## src/rtl/swk_pkg.sv

```systemverilog
package swk_pkg;
  typedef enum logic [1:0] {
    ST_RUN    = 2'd0,
    ST_SLEEP  = 2'd1,
    ST_STAB   = 2'd2,
    ST_RESUME = 2'd3
  } swk_state_e;
endpackage

```

## src/rtl/swk_cfg_reg.sv

```systemverilog
module swk_cfg_reg #(
  parameter int DATA_W   = 32,
  parameter int FAST_BIT = 1
) (
  input  logic              clk,
  input  logic              rst,
  input  logic              wr_en,
  input  logic [DATA_W-1:0] wr_data,
  input  logic              rd_en,
  output logic [DATA_W-1:0] rd_data,
  output logic              fast_en
);
  logic [DATA_W-1:0] word_c;

  // Only the enable position carries state; all other positions read zero.
  always_comb begin
    word_c           = '0;
    word_c[FAST_BIT] = fast_en;
  end

  always_ff @(posedge clk) begin
    if (rst) begin
      fast_en <= 1'b0;
      rd_data <= '0;
    end else begin
      if (wr_en) fast_en <= wr_data[FAST_BIT];
      if (rd_en) rd_data <= word_c;
    end
  end
endmodule

```

## src/rtl/swk_timer.sv

```systemverilog
module swk_timer #(
  parameter int SETTLE_CYCLES = 2000000,
  parameter int CNT_W         = 21
) (
  input  logic clk,
  input  logic rst,
  input  logic load,
  output logic zero
);
  logic [CNT_W-1:0] cnt_q;

  always_ff @(posedge clk) begin
    if (rst)                 cnt_q <= '0;
    else if (load)           cnt_q <= CNT_W'(SETTLE_CYCLES - 1);
    else if (cnt_q != '0)    cnt_q <= cnt_q - 1'b1;
  end

  assign zero = (cnt_q == '0);
endmodule

```

## src/rtl/swk_fsm.sv

```systemverilog
module swk_fsm
  import swk_pkg::*;
(
  input  logic       clk,
  input  logic       rst,
  input  logic       fast_en,
  input  logic       sleep_req,
  input  logic       wake_evt,
  input  logic       tmr_zero,
  output logic       tmr_load,
  output logic       core_pwr_en,
  output logic       resume_done,
  output swk_state_e state
);
  logic mode_q;

  assign tmr_load = (state == ST_SLEEP) && wake_evt && !mode_q;

  always_ff @(posedge clk) begin
    if (rst) begin
      state       <= ST_RUN;
      core_pwr_en <= 1'b1;
      resume_done <= 1'b0;
      mode_q      <= 1'b0;
    end else begin
      resume_done <= 1'b0;
      case (state)
        ST_RUN: if (sleep_req) begin
          state       <= ST_SLEEP;
          mode_q      <= fast_en;
          core_pwr_en <= fast_en;
        end
        ST_SLEEP: if (wake_evt) begin
          core_pwr_en <= 1'b1;
          state       <= mode_q ? ST_RESUME : ST_STAB;
        end
        ST_STAB: if (tmr_zero) state <= ST_RESUME;
        default: begin
          state       <= ST_RUN;
          resume_done <= 1'b1;
        end
      endcase
    end
  end
endmodule

```

## src/rtl/swk_seq_top.sv

```systemverilog
module swk_seq_top
  import swk_pkg::*;
#(
  parameter int DATA_W        = 32,
  parameter int FAST_BIT      = 1,
  parameter int SETTLE_CYCLES = 2000000
) (
  input  logic              clk,
  input  logic              rst,
  input  logic              reg_wr,
  input  logic [DATA_W-1:0] reg_wdata,
  input  logic              reg_rd,
  output logic [DATA_W-1:0] reg_rdata,
  input  logic              sleep_req,
  input  logic              wake_evt,
  output logic              core_pwr_en,
  output logic              resume_done
);
  localparam int CNT_W = $clog2(SETTLE_CYCLES + 1);

  logic       fast_en;
  logic       tmr_load;
  logic       tmr_zero;
  swk_state_e state;

  swk_cfg_reg #(.DATA_W(DATA_W), .FAST_BIT(FAST_BIT)) u_cfg (
    .clk(clk), .rst(rst), .wr_en(reg_wr), .wr_data(reg_wdata),
    .rd_en(reg_rd), .rd_data(reg_rdata), .fast_en(fast_en)
  );

  swk_timer #(.SETTLE_CYCLES(SETTLE_CYCLES), .CNT_W(CNT_W)) u_tmr (
    .clk(clk), .rst(rst), .load(tmr_load), .zero(tmr_zero)
  );

  swk_fsm u_fsm (
    .clk(clk), .rst(rst), .fast_en(fast_en), .sleep_req(sleep_req),
    .wake_evt(wake_evt), .tmr_zero(tmr_zero), .tmr_load(tmr_load),
    .core_pwr_en(core_pwr_en), .resume_done(resume_done), .state(state)
  );
endmodule

```

## config.mk

```make
export PLATFORM = sky130hd
export DESIGN_NAME = swk_seq_top
export DESIGN_NICKNAME = d
export VERILOG_FILES = /design/src/rtl/swk_pkg.sv /design/src/rtl/swk_cfg_reg.sv /design/src/rtl/swk_timer.sv /design/src/rtl/swk_fsm.sv /design/src/rtl/swk_seq_top.sv
export SDC_FILE = /design/constraint.sdc
export NUM_CORES = 1
export LEC_CHECK = 0
export CAP_MARGIN = 25
export CORE_MARGIN = 4
export CORE_UTILIZATION = 45
export CTS_CLUSTER_SIZE = 10
export DETAILED_ROUTE_END_ITERATION = 7
export PLACE_DENSITY = 0.84
export SLEW_MARGIN = 5
export SYNTH_ARGS = -nofsm -noshare
export SYNTH_HDL_FRONTEND = slang
export SYNTH_SLANG_ARGS = --single-unit
```

## constraint.sdc

```tcl
create_clock -name clk -period 4.8 [get_ports clk]
set_input_delay 1.2 -clock clk [delete_from_list [all_inputs] [get_ports clk]]
set_output_delay 1.2 -clock clk [all_outputs]
set_load 0.005 [all_outputs]
```

==> key figures <==
Clock network
  • Buffer count from post-CTS setup fixing: 0
  • Hold bufs inserted after CTS: 0
  • Deepest level of the CTS H-tree: 1
  • Clock root cell: sky130_fd_sc_hd__clkbuf_8
  • Clock-pin slew on the worst setup and hold paths: 0.10 ns
  • Clock tree buffer depth: 2
  • Quantity of gates resized following cts: 0
  • Total clock buffers created by CTS: 3
  • Clock net sink count: 28
  • Clock tree from TritonCTS: done
  • Clock network latency to the later pin of the worst-skew pair: 0.28 ns

Final layout
  • Number of antenna cells inserted: 0
  • Sequential cell area: 560.5 um^2
  • Area of the multi-input gates: 945.9 um^2
  • Final #Nets: 248
  • Fraction of final layout cells with drive strength greater than 1: 4.926%
  • Layout overhead on the synthesized area: 4.089%
  • Filler cells: 330

Synth
  • Share of the synthesized area in the top cell type: 33.31%
  • Count of flip-flops with a built-in enable after synthesis: 0
  • Number of synthesized register bits: 28
  • Mean area per synthesized cell: 8.499 um^2
  • Count of warnings emitted by yosys: 0
  • Netlist area before placement: 1683 um^2
  • Dominant cell by count in the synthesized netlist: sky130_fd_sc_hd__buf_4
  • Post-Synthesis Cells: 198
  • Dominant cells by area after synthesis: sky130_fd_sc_hd__dfxtp_1 33%, sky130_fd_sc_hd__buf_4 14%, sky130_fd_sc_hd__xor2_1 7.8%
  • Ys async rst share: 0%
  • Leading post-synthesis cells by instance count: 31 x sky130_fd_sc_hd__buf_4, 28 x sky130_fd_sc_hd__dfxtp_1, 21 x sky130_fd_sc_hd__nor2_1
  • Post-synth top area cell: sky130_fd_sc_hd__dfxtp_1
  • Register area share after synthesis: 33.31%
  • Prevailing post-synth register cell: sky130_fd_sc_hd__dfxtp_1
  • Distinct cells, synth: 38

Timing
  • FMAX: 393.0 MHz
  • Final Cycle Share: 53.02%
  • Slew of the pin with the lowest slew margin: 0.8081 ns
  • Final worst slack: 2.255 ns
  • Setup violators final: 0
  • Normalized max-slew margin: 45.96%
  • Fin Setup TNS: 0 ns
  • Worst Clk Skew: 0.006123 ns
  • RSZ-0062 raised after global routing: false
  • Count of final hold-check violations: 0
  • Final critical path time including I/O delays and setup: 2.545 ns
  • Final slew viol count: 0

Worst setup path
  • Slowest stage cell, crit path: sky130_fd_sc_hd__or3_1
  • Buffers & Inverters on Critical Path: 2
  • Data arrival time of the critical path: 2.71 ns
  • Largest stage delay on the critical path: 0.55 ns
  • Critical path startpoint: wake_evt
  • Required time of the critical path: 4.96 ns
  • Critical path capture point type: register
  • CP startpoint kind: input pin
  • Critical path class: in2reg
  • Critical path fanouts, max: 14
  • Kind of cell adding the most delay to the critical path: simple AND/OR/NAND/NOR gates
  • Origin of the critical flop-to-flop path: u_tmr.cnt_q[0]
  • Cell-by-cell trace of the critical path: clkdlybuf4s50_1, inv_1, or3_1, nand2b_1, nor2_1
  • Number of cell instances on the worst register-to-register path: 7
  • Crit. path cell count: 5

Placement
  • Detail Placement HPWL: 2148 um
  • Worst slack, placed: 1.942 ns
  • Placer Congestion: 0.7736
  • Number of buffer cells added on primary ports: 9

Global route
  • Number of global-route vias before repair: 1130
  • Global-route wire length before repair: 4899 um
  • Grt ovf: 0
  • Maximum number of pins on one net before global-route repair: 24
  • GR Util All Layers: 12.02%
  • Initial antenna violation count: 0

Route
  • Antenna Nets Post-Route: 0
  • DRC errors left: 0
  • Via count: 1287
  • Via-to-Cell Ratio: 5.169
  • Number of DRC markers in iteration 0: 76
  • TritonRoute pass-1 iters: 4
  • Wire length per cell: 11.75 um
  • Total wire length: 2925 um

Outcome
  • Run status: finished, final reports clean

Die
  • Starting utilization of the core area: 48.52%
  • Die width: 69.16 um
  • Io pins: 72
  • Y dimension of the die: 69.16 um
  • Core Area: 3468 um^2
  • Floorplan row count: 21
  • Floorplan die area: 4782 um^2

Power and ir drop
  • Peak ir drop on the vdd network: 0.0004168 V
  • Leakage component of the power: 0.7072 nW
  • Power density over cell area: 741.8 nW/um^2

Worst hold path
  • Hold_sp: u_fsm.mode_q
  • Hold/Removal Path Class: reg2reg
  • Number of stages on the worst hold path: 2

Flow run
  • Number of maximum-capacitance violations: 0
## layout by cell type, fill, tap and decap left out, types with 6 or more instances in the layout
cell type / Yosys / routed
sky130_fd_sc_hd__clkdlybuf4s50_1: 0 / 9
sky130_fd_sc_hd__ha_1: 6 / 6
sky130_fd_sc_hd__inv_1: 7 / 7
sky130_fd_sc_hd__xor2_1: 15 / 15
sky130_fd_sc_hd__conb_1: 1 / 31
sky130_fd_sc_hd__nand4_1: 10 / 10
sky130_fd_sc_hd__nor2_1: 21 / 21
sky130_fd_sc_hd__dfxtp_1: 28 / 28
sky130_fd_sc_hd__a21oi_1: 13 / 13
## path summary, 6_finish.rpt
check | to | slack, ns
hold / removal | u_fsm.mode_q | 0.48
hold reg to reg | u_fsm.mode_q | 0.48
setup / recovery | u_tmr.cnt_q[16] | 2.26
setup reg to reg | u_tmr.cnt_q[1] | 2.53
## report_power, final
group          switching (W)  internal, W  leakage, nW
combinational       0.000406     0.000275        0.441
sequential          0.000105     0.000327        0.230
clock              0.0000746     0.000112       0.0357
total               0.000586     0.000713        0.707
## state kept, by name, summed over array words and instances, names as in the netlist
register,count
u_tmr.cnt_q,21
u_fsm.core_pwr_en,1
u_fsm.mode_q,1
u_cfg.fast_en,1
u_fsm.state,2
u_fsm.resume_done,1
u_cfg.rd_data,1
## tightest hold or removal path, delay by kind of cell, from the launching register on
kind	cells	cell delay, ns
and+or+nand+nor	1	0.05
AOI/OAI and AO/OA	1	0.05
DFF	1	0.33
## cell families after synthesis
group,Yosys count,share of synthesized area (%)
AOI/OAI and AO/OA,32,11.67
DFF,28,33.31
adders and majority gates,6,4.461
other,1,0.2228
buffers and inverters,45,17.17
and+or+nand+nor,66,22.45
xor gates and xnor gates,17,8.848
muxes,3,1.859
## stage by stage
step / hold WS, ns / instances / power, W / utilization [%] / area [um^2]
2_1_floorplan: 0.4458 / 228 / 0.001005 / - / 1795
3_3_place_gp: 0.4606 / 245 / 0.001081 / 48.45 / 1680
3_5_place_dp: 0.4667 / 245 / 0.001108 / 48.45 / 1680
4_1_cts: 0.4807 / 249 / 0.001297 / 50.51 / 1752
5_1_grt: 0.5122 / 249 / 0.001410 / 50.51 / 1752
6_report: 0.4775 / 249 / 0.001299 / 50.51 / 1752
## cell type report
type / instances / share of cell area (%)
Timing Repair Buffer: 9 / 5.143
Clock buffer: 3 / 2.357
Multi-Input combinational cell: 155 / 54.00
Clock inverter: 1 / 1.714
Inverter: 7 / 1.500
Tap cell: 46 / 3.286
Sequential cell: 28 / 32.00
## routing by layer
layer | GRT usage (%) | wire [um] | part of all wire [%]
met5 | 0 | 0 | 0
met4 | 2.603 | 19 | 0.65
met3 | 3.488 | 195 | 6.7
met2 | 20.87 | 1408 | 48
met1 | 14.64 | 1302 | 45
Power figures use the tool's default switching activity.
